--- config.mk ---
export PLATFORM = sky130hd
export DESIGN_NAME = spi_baud_timer
export DESIGN_NICKNAME = d
export VERILOG_FILES = /design/src/rtl/spi_baud_pkg.sv /design/src/rtl/spi_baud_reload.sv /design/src/rtl/spi_baud_counter.sv /design/src/rtl/spi_baud_sck.sv /design/src/rtl/spi_baud_timer.sv
export SDC_FILE = /design/constraint.sdc
export NUM_CORES = 1
export LEC_CHECK = 0
export BUFFER_PORTS_ARGS = -buffer_cell sky130_fd_sc_hd__clkbuf_2
export CAP_MARGIN = 10
export CORE_MARGIN = 2
export CORE_UTILIZATION = 53
export DETAILED_ROUTE_END_ITERATION = 7
export PLACE_DENSITY = 0.79
export SLEW_MARGIN = 20
export SYNTH_ARGS = -nofsm -noshare
export SYNTH_HDL_FRONTEND = slang
export SYNTH_SLANG_ARGS = --single-unit
--- constraint.sdc ---
create_clock -name clk -period 2 [get_ports clk]
set_input_delay 0.4 -clock clk [delete_from_list [all_inputs] [get_ports clk]]
set_output_delay 0.4 -clock clk [all_outputs]
set_load 0.02 [all_outputs]
--- src/rtl/spi_baud_pkg.sv ---
package spi_baud_pkg;
  localparam int unsigned BYTE_W = 8;
  localparam int unsigned RATE_W = 2 * BYTE_W;
  localparam int unsigned CNT_W  = RATE_W + 1;
  typedef logic [CNT_W-1:0] cnt_t;
endpackage

--- src/rtl/spi_baud_reload.sv ---
module spi_baud_reload #(
  parameter int unsigned BYTE_W = spi_baud_pkg::BYTE_W,
  localparam int unsigned RW = 2 * BYTE_W,
  localparam int unsigned CW = RW + 1
) (
  input  logic [BYTE_W-1:0] hi_byte,
  input  logic [BYTE_W-1:0] lo_byte,
  output logic [CW-1:0]     reload
);
  // Zero in the raw field stands for the full 2^RW span.
  function automatic logic [CW-1:0] effective(input logic [RW-1:0] raw);
    logic [CW-1:0] r;
    if (raw == '0) r = {1'b1, {RW{1'b0}}};
    else           r = {1'b0, raw};
    return r;
  endfunction

  logic [RW-1:0] raw_w;
  assign raw_w  = {hi_byte, lo_byte};
  assign reload = effective(raw_w);
endmodule

--- src/rtl/spi_baud_counter.sv ---
module spi_baud_counter #(
  parameter int unsigned CW = spi_baud_pkg::CNT_W,
  localparam logic [CW-1:0] FULL = {1'b1, {(CW-1){1'b0}}}
) (
  input  logic          clk,
  input  logic          rst_n,
  input  logic          run,
  input  logic [CW-1:0] reload,
  output logic          expire,
  output logic [CW-1:0] count
);
  function automatic logic [CW-1:0] step(input logic [CW-1:0] cur,
                                         input logic [CW-1:0] rv,
                                         input logic go);
    logic [CW-1:0] n;
    if (!go || cur == CW'(1)) n = rv;
    else                       n = cur - CW'(1);
    return n;
  endfunction

  assign expire = run && (count == CW'(1));

  always_ff @(posedge clk or negedge rst_n) begin
    if (!rst_n) count <= FULL;
    else        count <= step(count, reload, run);
  end

  assert_count_range_R3: assert property (@(posedge clk) disable iff (!rst_n)
    (count != '0) && (count <= FULL));

  assert_expire_reload_R1: assert property (@(posedge clk) disable iff (!rst_n)
    expire |=> count == $past(reload));

  assert_idle_track_R8: assert property (@(posedge clk) disable iff (!rst_n)
    !run |=> (count == $past(reload)));

  assert_running_step_R1: assert property (@(posedge clk) disable iff (!rst_n)
    (run && !expire) |=> (count == $past(count) - CW'(1)));
endmodule

--- src/rtl/spi_baud_sck.sv ---
module spi_baud_sck (
  input  logic clk,
  input  logic rst_n,
  input  logic enable,
  input  logic toggle,
  output logic sck
);
  function automatic logic next_level(input logic cur, input logic en, input logic t);
    logic n;
    if (!en)    n = 1'b0;
    else if (t) n = ~cur;
    else        n = cur;
    return n;
  endfunction

  always_ff @(posedge clk or negedge rst_n) begin
    if (!rst_n) sck <= 1'b0;
    else        sck <= next_level(sck, enable, toggle);
  end

  assert_sck_idle_low_R4: assert property (@(posedge clk) disable iff (!rst_n)
    !enable |=> !sck);

  assert_sck_hold_R4: assert property (@(posedge clk) disable iff (!rst_n)
    (enable && !toggle) |=> $stable(sck));

  assert_sck_flip_R4: assert property (@(posedge clk) disable iff (!rst_n)
    (enable && toggle) |=> (sck != $past(sck)));
endmodule

--- src/rtl/spi_baud_timer.sv ---
module spi_baud_timer #(
  parameter int unsigned BYTE_W = spi_baud_pkg::BYTE_W,
  localparam int unsigned CW = 2 * BYTE_W + 1
) (
  input  logic              clk,
  input  logic              rst_n,
  input  logic [BYTE_W-1:0] rate_hi,
  input  logic [BYTE_W-1:0] rate_lo,
  input  logic              ser_en,
  input  logic              tmr_irq_en,
  output logic              baud_tick,
  output logic              sck,
  output logic              tmr_irq
);
  logic          run_w;
  logic [CW-1:0] reload_w;
  logic [CW-1:0] count_w;
  logic          expire_w;

  assign run_w = ser_en | tmr_irq_en;

  spi_baud_reload #(.BYTE_W(BYTE_W)) u_reload (
    .hi_byte (rate_hi),
    .lo_byte (rate_lo),
    .reload  (reload_w)
  );

  spi_baud_counter #(.CW(CW)) u_counter (
    .clk    (clk),
    .rst_n  (rst_n),
    .run    (run_w),
    .reload (reload_w),
    .expire (expire_w),
    .count  (count_w)
  );

  spi_baud_sck u_sck (
    .clk    (clk),
    .rst_n  (rst_n),
    .enable (ser_en),
    .toggle (expire_w),
    .sck    (sck)
  );

  assign baud_tick = expire_w;
  assign tmr_irq   = expire_w & ~ser_en & tmr_irq_en;

  assert_irq_timer_only_R6: assert property (@(posedge clk) disable iff (!rst_n)
    ser_en |-> !tmr_irq);

  assert_irq_on_expiry_R5: assert property (@(posedge clk) disable iff (!rst_n)
    (!ser_en && tmr_irq_en) |-> (tmr_irq == baud_tick));

  assert_no_tick_idle_R8: assert property (@(posedge clk) disable iff (!rst_n)
    (!ser_en && !tmr_irq_en) |-> !baud_tick);

  assert_count_span_R2: assert property (@(posedge clk) disable iff (!rst_n)
    count_w <= {1'b1, {(CW-1){1'b0}}});
endmodule

# == After elaboration in Yosys (flattened, before gate mapping) ==
# Index checks and enable logic that the tools add are counted.
# classes
add_sub_neg,1
n_mul,0
n_div,0
n_lt_le_gt_ge,0
eq_ne,2
shifts,0
n_mux,4
bitwise_logic,5
n_reduce_logical,4
# ops
operator,count
$mux W17,2
$eq A17 B1 Y1 const B,1
$sub A17 B1 Y17 const B,1
$logic_not A16 Y1,1
$and A1 B1 Y1,2
$mux W1,2
$ne A2 B1 Y1 const B,1
$not A1 Y1,2
$logic_and A1 B1 Y1,1
$logic_not A1 Y1,1
$logic_or A1 B1 Y1,1
$or A1 B1 Y1,1
# totals
register_bits,18
latchBits,0
mem_bits_rw,0
mem_bits_ro,0
inputBits,20
wordCells,18
memories,0

# == Longest topological paths before layout ==
# Gate-level depths: netlist of the first run.
# logic_depth
ltp_word,4
depth_mapped,8

# == Hierarchy ==
# Synthesis of the first run repeated with hierarchy kept, for this count alone.
# unflattened
hier_cells,119
area_unflattened_um2,1229.9
# by_module_without_submodules
mod,instances,cells_each,area_each_um2,seq_area_each_um2
spi_baud_counter,1,93,1079.8,426.7
spi_baud_reload,1,21,93.8,0.0
spi_baud_sck,1,3,40.0,25.0
spi_baud_timer,1,2,16.3,0.0

# == Worst setup path after synthesis of the first run ==
# No wires, ideal clock.
# synth_path
path_type,register to output
from,register u_counter.count[5]
to,output port tmr_irq
arrival_ns,1.763
slack_ns,-0.163
stages_incl_launch_ff,5
cell_sequence,dfrtp_1 > nor4_4 > nand4_1 > clkbuf_1 > nor3b_1
# synth_between
elab_chain_len,4
# synth_lines
item,line,rtl
"start, declared",spi_baud_counter.sv:10,output logic [CW-1:0] count
"start signal, assigned",spi_baud_counter.sv:25,"else count <= step(count, reload, run);"
$eq A17 B1 Y1,spi_baud_counter.sv:21,assign expire = run && (count == CW'(1));
$logic_and A1 B1 Y1,spi_baud_counter.sv:21,
$and A1 B1 Y1 (2 in a row),spi_baud_timer.sv:46,assign tmr_irq = expire_w & ~ser_en & tmr_irq_en;
"end, declared",spi_baud_timer.sv:13,output logic tmr_irq
# Every way passes these cells.

# == Worst setup path after layout of the first run ==
# layout_path
from,register u_counter.count[1]
to,output port tmr_irq
# The elaborated chain is that of the path after synthesis.

==> summary.md, run 1 <==
| Metric | Value |
|---|---|
| Outcome | `finished, violations left` |
| Failing checks | `setup timing` |
| Ant diodes | `0` |
| Overflow after GRT | `0` |
| Final net count | `roughly 170` |
| First-pass GRT wire length | `4491 um` |
| Chip height | `49.43 um` |
| CTS Buf Count | `3` |
| Max IR drop VDD | `0.7429 mV` |
| Setup WS post-layout | `-0.1956 ns` |
| First-pass iteration count of the detailed router | `4` |
| Dpl cells | `159` |
| Synth Warn # | `0` |
| Clk slew on worst S/H paths | `0.12 ns` |
| Crit path kind | `flop to output pin` |
| Max stage delay on crit path | `0.42 ns` |
| Max-cap violations | `0` |
| Fillers | `160` |
| CP max-delay cell | `dfrtp_1` |
| H-tree levels | `1` |
| Unrepaired setup endpoints after global routing | `true` |
| Clock latency on the worst-skew pair | `between 0.3 and 0.4 ns` |
| Layout cell share with drive strength beyond 1 | `0.4726` |
| Avg WL per Cell | `16.78 um` |
| Worst Path Max Fanout | `4` |
| Critical Path AT | `around 1.8 ns` |
| Layout area overhead | `34.21%` |
| Die width | `between 40 and 50 um` |
| Largest net degree at the start of global routing | `19` |
| Worst reg2reg endpoint | `u_counter.count[16]$_DFF_PN1_` |
| RR Startpoint | `u_counter.count[1]$_DFF_PN0_` |
| Vias per inst | `5.757` |
| Die ar. | `roughly 0.0024 mm2` |
| Largest family of logic cells by synthesized area | `simple AND/OR/NAND/NOR gates` |
| Final Hold Vio Count | `0` |
| Iter 0 DRT Violations | `18` |
| Root Buffer | `clkbuf_4` |
| Worst Setup End Kind | `output pin` |
| Worst path bufs/invs | `3` |
| Multiplexer area fraction after synthesis | `0.1087` |
| GPL Wtd Cong | `between 0.8 and 0.9` |
| Placed wire-length estimate | `1930 um` |
| Xor/xnor share of the synthesized area | `0.1121` |
| Synth Area in Simple Gates | `0.2277` |
| Rows | `16` |
| FF-to-FF setup slack | `~0.09 ns` |
| CP top delay family | `simple AND/OR/NAND/NOR gates` |
| Initial antenna violation count | `0` |
| Pleak | `0.5955 nW` |
| Post-synth cell types | `29` |
| ANT nets after route | `0` |
| Final min period | `between 2 and 2.5 ns` |
| # hold bufs at CTS | `0` |
| GRT Total Usage | `0.2482` |
| Clock Sinks | `18` |
| Slew Limit Headroom | `0.6828` |
| Seq/Total Area, Yosys | `0.4130` |
| Syn Inst Count | `105` |
| Final wirelength | `between 2000 and 3000 um` |
| Least-Margin Pin Slew | `0.4757 ns` |
| Post-synthesis compound-gate area fraction | `0.07780` |
| Post-Layout Cell Count | `between 150 and 200` |
| Area occupied by multi-input gates | `665.6 um2` |
| Core area | `0.001962 mm2` |
| R2R depth | `12` |
| Worst Path Required | `1.60 ns` |
| Register area | `455.4 um2` |
| Synth Register Bits | `18` |
| Final setup fails | `2` |
| Adder-Cell Fraction of Synth Area | `0.02288` |
| Vias in the first global route | `990` |
| Max Buffers Root-to-Sink | `2` |
| Setup crit start kind | `flop` |
| Post-Syn Area | `0.001094 mm2` |
| Clock Skews | `about 0.0088 ns` |
| Pins Over Slew Limit | `0` |
| Vias | `996` |
| HP Class | `primary input to async pin` |
| Syn avg cell area | `~10 um2` |
| Crit share post-route | `1.098` |
| PD cells | `848.4 mW/mm2` |
| FMAX | `455.5 MHz` |
| Setup_tns | `-0.3337 ns` |
| Residual DRC count | `0` |
| Post-synth net total | `127` |
| Io pins | `23` |
| CTS tree | `built` |
| Crit path cell chain | `inv_2, ha_4, nor4b_4, nand4_1, buf_6, nor3b_2, buf_4` |
| Port bufs | `22` |
| Initial Util | `0.5574` |
## power breakdown
group	total [W]	switching, W	internal [W]
clock network	0.000240	0.000129	0.000111
logic	0.000433	0.000177	0.000256
registers	0.000572	0.000127	0.000445
total	0.00125	0.000433	0.000813
## area by class of cell
type / instances / share of cell area
repair buffers: 42 / 0.1833
clock buffers: 4 / 0.02472
well taps: 27 / 0.02302
multi-input cells: 80 / 0.4535
flip-flops and latches: 18 / 0.3103
inverters: 2 / 0.005115
## sequential cells by signal (all words and copies together) (netlist names)
name,cells
u_sck.sck,1
u_counter.count,17
## worst max-delay path by stage
stage	to	cells after the start	slack, ns	from
3_3_place_gp	tmr_irq	7	0.11	u_counter.count[1]$_DFF_PN0_
4_1_cts	tmr_irq	5	-0.20	u_counter.count[13]$_DFF_PN0_
6_report	tmr_irq	7	-0.20	u_counter.count[1]$_DFF_PN0_
5_1_grt	tmr_irq	7	-0.30	u_counter.count[1]$_DFF_PN0_
2_1_floorplan	tmr_irq	4	0.03	u_counter.count[5]$_DFF_PN0_
3_5_place_dp	tmr_irq	7	0.008	u_counter.count[1]$_DFF_PN0_
## Yosys cell counts (all sizes together)
cell    count  area share
xor2        1      0.0080
buf         2       0.021
nor4b       1      0.0080
a21oi      12       0.055
o31ai       1      0.0069
nor2        6       0.021
nor3b       3       0.021
nand4       6       0.034
and2        2       0.011
dfstp       1       0.024
xnor2      13        0.10
nor2b       1      0.0057
nand3       4       0.018
or2         1      0.0057
clkbuf      3       0.010
nor4        9       0.079
dfrtp      17        0.39
nand2       2      0.0069
ha          2       0.023
mux2i       1      0.0092
o21ai       1      0.0046
inv         2      0.0069
or4         1      0.0069
mux2        9        0.10
a31oi       2       0.011
or3         1      0.0057
nor3        1      0.0046
## cells by family (layout without fill, tap and decap cells)
kind of cell	after synthesis	in the layout
simple gates	38	38
flops	18	18
compound gates	16	16
xor+xnor	14	14
mux	10	10
buf+inv	7	48
fa+ha+maj	2	2
## metal layers
layer | global-route usage | part of all wire | vias to the layer above
met5 | 0 | 0 | -
met4 | 0.06944 | 0.0045 | 0
met3 | 0.04908 | 0.047 | 2
met2 | 0.4662 | 0.53 | 28
met1 | 0.2821 | 0.42 | 495
li1 | - | - | 471
## cells in the final DEF (no fill, tap or decap)
master / n
a21oi_1: 12
nor3b_1: 1
xor2_1: 1
buf_6: 1
inv_2: 1
nand2_1: 2
inv_1: 1
dfstp_2: 1
or4_1: 1
nor4b_4: 1
clkbuf_2: 20
dfrtp_2: 3
xnor2_1: 13
nor4_4: 3
nand3_1: 4
nor3b_2: 2
buf_4: 21
a31oi_1: 2
dfrtp_1: 14
mux2i_1: 1
nor4_1: 6
and2_1: 2
nor2_1: 6
clkbuf_4: 3
nor3_1: 1
mux2_4: 2
nand4_1: 6
o31ai_1: 1
mux2_2: 7
clkbuf_8: 1
o21ai_0: 1
ha_4: 2
or3_1: 1
or2_2: 1
nor2b_1: 1
## per-stage QoR
stage | utilization | instance area (um2) | setup slack (ns) | power [W] | hold slack, ns
after global placement | 0.6543 | 1284 | 0.1069 | 0.0008589 | 0.3671
final | 0.7481 | 1468 | -0.1956 | 0.001245 | 0.01730
after floorplan | - | 1099 | 0.02619 | 0.0007535 | 0.1044
after global routing | 0.7481 | 1468 | -0.3038 | 0.001302 | 0.04068
after CTS | 0.7404 | 1453 | -0.1999 | 0.001235 | 0.02877
after detailed placement | 0.6543 | 1284 | 0.007951 | 0.0008731 | 0.3713
## what timing repair did
action	in CTS	in global routing
resized for setup	13	5
pin swaps	3	4
setup buffers	10	2
endpoints found under the setup margin	2	9
(Power assumes the default switching activity.)
==> inputs of run 2 (changes only) <==
ABC_AREA = 1   (was default)
CORE_UTILIZATION = 55   (was 53)
PLACE_DENSITY = 0.8   (was 0.79)
==> run 2 against run 1 <==
The flow now finishes without violations. Count of clock-buffer cells in the layout stayed put. Non-clock buffer count down 11. Synthesized area up 15%. Largest power group unchanged.
==> summary.md, run 2 <==
| Metric | Value |
|---|---|
| Worst Setup End Kind | `output pin` |
| Avg WL per Cell | `11.64 um (-31%)` |
| Syn Inst Count | `187 (+78%)` |
| Setup WS post-layout | `0.03503 ns (+0.2306 ns)` |
| CTS tree | `built` |
| Rows | `17 (+1)` |
| Sequential power share | `0.423 (-0.036)` |
| FF-to-FF setup slack | `0.30 ns (+0.21 ns)` |
| Die ar. | `0.002695 mm2 (+10%)` |
| Vias in the first global route | `1,126 (+14%)` |
| Net switching fraction of the power | `0.4039 (+0.05652)` |
| Unrepaired setup endpoints after global routing | `true` |
| CP max-delay cell | `dfrtp_1` |
| Number of enable flip-flop cells after synthesis | `0 (unchanged)` |
| Chip height | `51.91 um (+5.0%)` |
| Int Power | `0.0007844 W (-3.5%)` |
| Largest register by flop count | `u_counter.count` |
| Iter 0 DRT Violations | `38 (+20)` |
| RR Startpoint | `u_counter.count[1]$_DFF_PN0_` |
| Leading cell type in the layout, fill and taps excluded | `nand2_1` |
| CP dominant cell by count | `nor2_4` |
| Crit path from | `u_counter.count[9]$_DFF_PN0_` |
| Vias | `1,250 (+26%)` |
| Most instantiated library cell after synthesis | `nand2_1` |
| Synth Warn # | `0 (unchanged)` |
| Layout area overhead | `18.33%` |
| CP top delay family | `simple AND/OR/NAND/NOR gates` |
| Core area | `0.002191 mm2 (+12%)` |
| Clk slew on worst S/H paths | `0.11 ns (about the same)` |
| Worst reg2reg endpoint | `u_counter.count[9]$_DFF_PN0_` |
| Initial Util | `0.5762 (+0.01884)` |
| Largest registers | `u_counter.count: 17 flops, u_sck.sck: 1 flops` |
| Clock Skews | `0.005397 ns (-0.003446 ns)` |
| Pins Over Slew Limit | `0 (unchanged)` |
| Die width | `51.91 um (+5.0%)` |
| R2R depth | `10 (-2)` |
| Pleak | `0.8036 nW (+35%)` |
| Synth Register Bits | `18 (unchanged)` |
| Synth top cells by count | `nand2_1, nor2_1, dfrtp_1` |
| Placed wire-length estimate | `1974 um (+2.3%)` |
| Final Hold Vio Count | `0 (unchanged)` |
| Final net count | `242 (+43%)` |
| Post-synth net total | `209 (+65%)` |
| Critical Path AT | `1.56 ns (-0.24 ns)` |
| Worst Path Max Fanout | `5 (+1)` |
| Comb pwr share | `0.397 (+0.049)` |
| Max reg flops | `17 (unchanged)` |
| Overflow after GRT | `0 (unchanged)` |
| Largest net degree at the start of global routing | `22 (+3)` |
| HP Class | `primary input to async pin` |
| Worst path bufs/invs | `1 (-2)` |
| Slew Limit Headroom | `0.6863 (+0.003503)` |
| Io pins | `23 (unchanged)` |
| FMAX | `508.9 MHz (+12%)` |
| PD cells | `880.9 mW/mm2 (+3.8%)` |
| Layout cell share with drive strength beyond 1 | `0.2648 (-0.2078)` |
| Clock Sinks | `18 (unchanged)` |
| Root Buffer | `clkbuf_4` |
| Crit share post-route | `0.9825 (-0.1153)` |
| Clk pwr share | `0.180 (-0.013)` |
| Outcome | `finished clean` |
| Yosys top cell by area | `dfrtp_1` |
| Crit path cell chain | `nor2_4, nand2_2, nor2_4, nand2_4, nor3b_2, buf_4` |
| Setup crit start kind | `flop` |
| Residual DRC count | `0 (unchanged)` |
| Register area | `451.7 um2 (-0.82%)` |
| Fillers | `195 (+22%)` |
| CTS Buf Count | `3 (unchanged)` |
| Max-cap violations | `0 (unchanged)` |
| Least-Margin Pin Slew | `0.4705 ns (-0.005255 ns)` |
| Asr flop ratio synth | `1.000 (unchanged)` |
| Area contributors post-synth | `dfrtp_1, nand2_1, nor2_1, inv_1, nand3_1` |
| Final setup fails | `0 (-2)` |
| Initial antenna violation count | `0 (unchanged)` |
| GPL Wtd Cong | `0.8992 (+5.0%)` |
| Final min period | `1.965 ns (-0.2306 ns)` |
| Post-route core utilization | `0.6819 (-0.06619)` |
| Met2 usage | `0.3924 (-0.07381)` |
| Vias per inst | `5.061 (-12%)` |
| Synth top area share | `0.3370 (-0.05205)` |
| ANT nets after route | `0 (unchanged)` |
| Area occupied by multi-input gates | `738.2 um2 (+11%)` |
| Max IR drop VDD | `0.5951 mV (-20%)` |
| Worst Path Required | `1.60 ns (about the same)` |
| Main synth FF type | `dfrtp_1` |
| Post-synth cell types | `22 (-24%)` |
| Net Sw Power | `0.0005315 W (+23%)` |
| First-pass GRT wire length | `4795 um (+6.8%)` |
| Clock latency on the worst-skew pair | `0.31 ns (about the same)` |
| Most Crowded Layer GR | `met2` |
| Syn avg cell area | `6.751 um2 (-35%)` |
| First-pass iteration count of the detailed router | `4 (unchanged)` |
| GRT Total Usage | `0.2405 (-0.007671)` |
| Crit path kind | `flop to output pin` |
| Max stage delay on crit path | `0.44 ns (+0.02 ns)` |
| Ant diodes | `0 (unchanged)` |
| Port bufs | `22 (unchanged)` |
| Met3 usage | `0.05460 (+0.005518)` |
| Commonest non-fill, non-tap cells in the layout | `nand2_1, nor2_1, clkbuf_2` |
| Final wirelength | `2875 um (-0.96%)` |
| Max Buffers Root-to-Sink | `2 (unchanged)` |
| Post-Syn Area | `0.001262 mm2 (+15%)` |
| Seq/Total Area, Yosys | `0.3578 (-0.05526)` |
| H-tree levels | `1 (unchanged)` |
| GR Layer Usage met1 | `0.3095 (+0.02747)` |
| DP Worst Slack | `0.2796 ns (+0.2717 ns)` |
-- run 2: cell types whose count changed after synthesis, moves of 4 or more --
| cell | change |
|---|---|
| a21oi_1 | -12 |
| inv_1 | +12 |
| mux2_2 | -7 |
| nand2_1 | +78 |
| nand2_2 | +5 |
| nand3_1 | +4 |
| nand4_1 | -4 |
| nor2_1 | +26 |
| nor4_1 | -7 |
| xnor2_1 | -11 |
-- run 2: what timing repair did --
item	CTS	global route
endpoints found under the setup margin	1	2
pin swaps	1	3
resized for setup	7	2
hold endpoints to repair	0	0
hold buffers	0	0
buffers inserted	3	5
-- run 2: how the worst max path moves through the flow --
stage,slack (ns),depth (start not counted),to
final,0.04,6,tmr_irq
after global routing,-0.09,6,tmr_irq
after CTS,0.02,7,tmr_irq
after detailed placement,0.28,7,tmr_irq
after global placement,0.33,6,tmr_irq
after floorplan,0.19,6,tmr_irq
-- run 2: final cells by class --
class                   instances  area share
clock buffers                   4     0.02429
inverters                      14     0.03518
multi-input cells             152      0.4941
flip-flops and latches         18      0.3023
well taps                      28     0.02345
repair buffers                 31      0.1206
-- run 2: metal layers --
layer	routed length, um	vias to the layer above
met1	1297	562
met4	42	0
met5	0	-
li1	-	635
met2	1361	47
met3	174	6
-- run 2: power by group through the flow --
stage                     Sequential, W  Clock, W  Combinational [W]
after floorplan                0.000533         0           0.000377
after global placement         0.000547         0           0.000457
after detailed placement       0.000552         0           0.000465
after CTS                      0.000551  0.000239           0.000493
after global routing           0.000564  0.000255           0.000595
final                          0.000557  0.000237           0.000522
-- run 2: cell families after synthesis --
kind of cell / Yosys count / synth area share
compound gates: 7 / 0.03964
xor+xnor: 5 / 0.03469
fa+ha+maj: 2 / 0.01982
buf+inv: 17 / 0.07532
flops: 18 / 0.3578
simple gates: 138 / 0.4728
-- run 2: stage by stage --
step	hold WS (ns)	instance area (um2)	total power (W)	instances	TNS (ns)
after detailed placement	0.3757	1373	0.001017	235	0
after floorplan	0.1044	1262	0.0009102	187	0
after global placement	0.3731	1373	0.001004	235	0
final	0.02054	1494	0.001316	247	0
after CTS	0.03997	1454	0.001283	242	0
after global routing	0.04179	1494	0.001414	247	-0.08942
==> inputs of run 3 (changes only) <==
clock period = 2.2 ns   (was 2 ns; I/O delays follow)
==> run 3 against run 2 <==
Utilization decreased by 3.4 points. Sequential share of layout area increased by 1.6 points. Critical path depth increased by 1. Non-clock buffer count decreased by 8. Via count decreased by 6.3%. Combinational power decreased by 18%. Critical path type unchanged. Critical endpoint unchanged. Largest power group unchanged.
==> summary.md, run 3 (same netlist as run 2, synthesis figures left out) <==
| Metric | Value |
|---|---|
| Max Buffers Root-to-Sink | `2 (unchanged)` |
| Layout area overhead | `12.39%` |
| Root Buffer | `clkbuf_4` |
| Pins Over Slew Limit | `0 (unchanged)` |
| Max reg flops | `17 (unchanged)` |
| Pleak | `0.7656 nW (-4.7%)` |
| Post-route core utilization | `0.6476 (-0.03427)` |
| R2R depth | `7 (-3)` |
| Rows | `17 (unchanged)` |
| Final setup fails | `0 (unchanged)` |
| ANT nets after route | `0 (unchanged)` |
| Chip height | `51.91 um (unchanged)` |
| Port bufs | `22 (unchanged)` |
| Dpl cells | `234 (-0.43%)` |
| CTS tree | `built` |
| Worst Path Max Fanout | `4 (-1)` |
| Post-Layout Cell Count | `239 (-3.2%)` |
| Leading cell type in the layout, fill and taps excluded | `nand2_1` |
| Initial antenna violation count | `0 (unchanged)` |
| RR Startpoint | `u_counter.count[0]$_DFF_PN0_` |
| Outcome | `finished clean` |
| Register area | `451.7 um2 (unchanged)` |
| GPL Wtd Cong | `0.8943 (-0.54%)` |
| Fin Hold WS | `0.07327 ns (+0.05273 ns)` |
| Fillers | `206 (+5.6%)` |
| Worst Path Required | `1.76 ns (+0.16 ns)` |
| Ant diodes | `0 (unchanged)` |
| Worst Setup End Kind | `output pin` |
| Setup crit start kind | `flop` |
| Placed wire-length estimate | `1991 um (+0.85%)` |
| Crit share post-route | `0.9340` |
| Io pins | `23 (unchanged)` |
| Critical Path AT | `1.61 ns (+0.05 ns)` |
| FMAX | `486.7 MHz` |
| Final min period | `between 2 and 2.5 ns` |
| First-pass iteration count of the detailed router | `4 (unchanged)` |
| Avg WL per Cell | `10.70 um (-8.0%)` |
| Vias per inst | `4.900 (-3.2%)` |
| Setup WS post-layout | `0.1452 ns (+0.1102 ns)` |
| Clock latency on the worst-skew pair | `0.29 ns (-0.02 ns)` |
| Vias in the first global route | `1,062 (-5.7%)` |
| Unrepaired setup endpoints after global routing | `false` |
| Core area | `0.002191 mm2 (unchanged)` |
| Slew Limit Headroom | `0.6101 (-0.07620)` |
| Clk slew on worst S/H paths | `0.11 ns (about the same)` |
| HP Class | `primary input to async pin` |
| Max IR drop VDD | `0.5390 mV (-9.4%)` |
| Area occupied by multi-input gates | `725.7 um2 (-1.7%)` |
| Largest net degree at the start of global routing | `22 (unchanged)` |
| Crit path from | `u_counter.count[1]$_DFF_PN0_` |
| Iter 0 DRT Violations | `37 (-2.6%)` |
| Largest registers | `u_counter.count: 17 flops, u_sck.sck: 1 flops` |
| Layout cell share with drive strength beyond 1 | `0.2133 (-0.05157)` |
| GRT Total Usage | `0.2176 (-0.02293)` |
| PD cells | `799.7 mW/mm2 (-9.2%)` |
| DP Worst Slack | `0.4355 ns (+0.1559 ns)` |
| Commonest non-fill, non-tap cells in the layout | `nand2_1, nor2_1, clkbuf_2` |
| Initial Util | `0.5762 (unchanged)` |
| Least-Margin Pin Slew | `0.5848 ns (+0.1143 ns)` |
| Die width | `51.91 um (unchanged)` |
| Final wirelength | `2558 um (-11%)` |
| Vias | `1,171 (-6.3%)` |
| Setup_tns | `0 ns (unchanged)` |
| First-pass GRT wire length | `4360 um (-9.1%)` |
| Clock Sinks | `18 (unchanged)` |
| Max-cap violations | `0 (unchanged)` |
| # hold bufs at CTS | `0 (unchanged)` |
| Crit path kind | `flop to output pin` |
| Clock Skews | `0.004551 ns (-0.0008452 ns)` |
| Final Hold Vio Count | `0 (unchanged)` |
| Residual DRC count | `0 (unchanged)` |
| Overflow after GRT | `0 (unchanged)` |
| Largest register by flop count | `u_counter.count` |
| Die ar. | `0.002695 mm2 (unchanged)` |
| CTS Buf Count | `3 (unchanged)` |
| Final net count | `234 (-3.3%)` |
| H-tree levels | `1 (unchanged)` |
## run 3: final cells by class
cell class                      instances  area share
Clock buffer                            4     0.02557
Tap cell                               28     0.02469
Multi-Input combinational cell        152      0.5115
Timing Repair Buffer                   23     0.08289
Inverter                               14     0.03704
Sequential cell                        18      0.3183
## run 3: routing by layer
| layer | share of wire | track usage |
|---|---|---|
| met3 | 0.057 | 0.03736 |
| met5 | 0 | 0 |
| met1 | 0.45 | 0.2776 |
| met4 | 0.0082 | 0.07456 |
| met2 | 0.48 | 0.3692 |
## run 3: power by group
group | internal [W] | switching, W
sequential | 0.000413 | 0.0000863
combinational | 0.000168 | 0.000260
clock | 0.000101 | 0.000107
## run 3: repair_timing
item                       4_1_cts  5_1_grt
buffers inserted                 0        1
gates resized for setup          0        3
setup endpoints to repair        0        1
## run 3: worst max-delay path: stages (launching register included)
cell	delay (ns)
dfrtp_1	0.40
inv_1	0.08
ha_1	0.14
nand3_1	0.13
nor2_4	0.17
nand2_4	0.08
nor3b_2	0.14
buf_2	0.18
## run 3: final timing paths
path / to / slack, ns
worst max-delay path: tmr_irq / 0.15
worst max register to register: u_counter.count[4]$_DFF_PN0_ / 0.47
worst min-delay path: u_sck.sck$_DFFE_PN0P_ / 0.07
worst min register to register: u_counter.count[16]$_DFF_PN1_ / 0.56
max in group asynchronous: u_counter.count[16]$_DFF_PN1_ / 1.78
min in group clk: u_counter.count[2]$_DFF_PN0_ / 0.36
## run 3: stage by stage
step | instance area, um2 | total power (W)
2_1_floorplan | 1262 | 0.0008275
3_3_place_gp | 1365 | 0.0009113
3_5_place_dp | 1365 | 0.0009245
4_1_cts | 1401 | 0.001133
5_1_grt | 1419 | 0.001220
6_report | 1419 | 0.001135
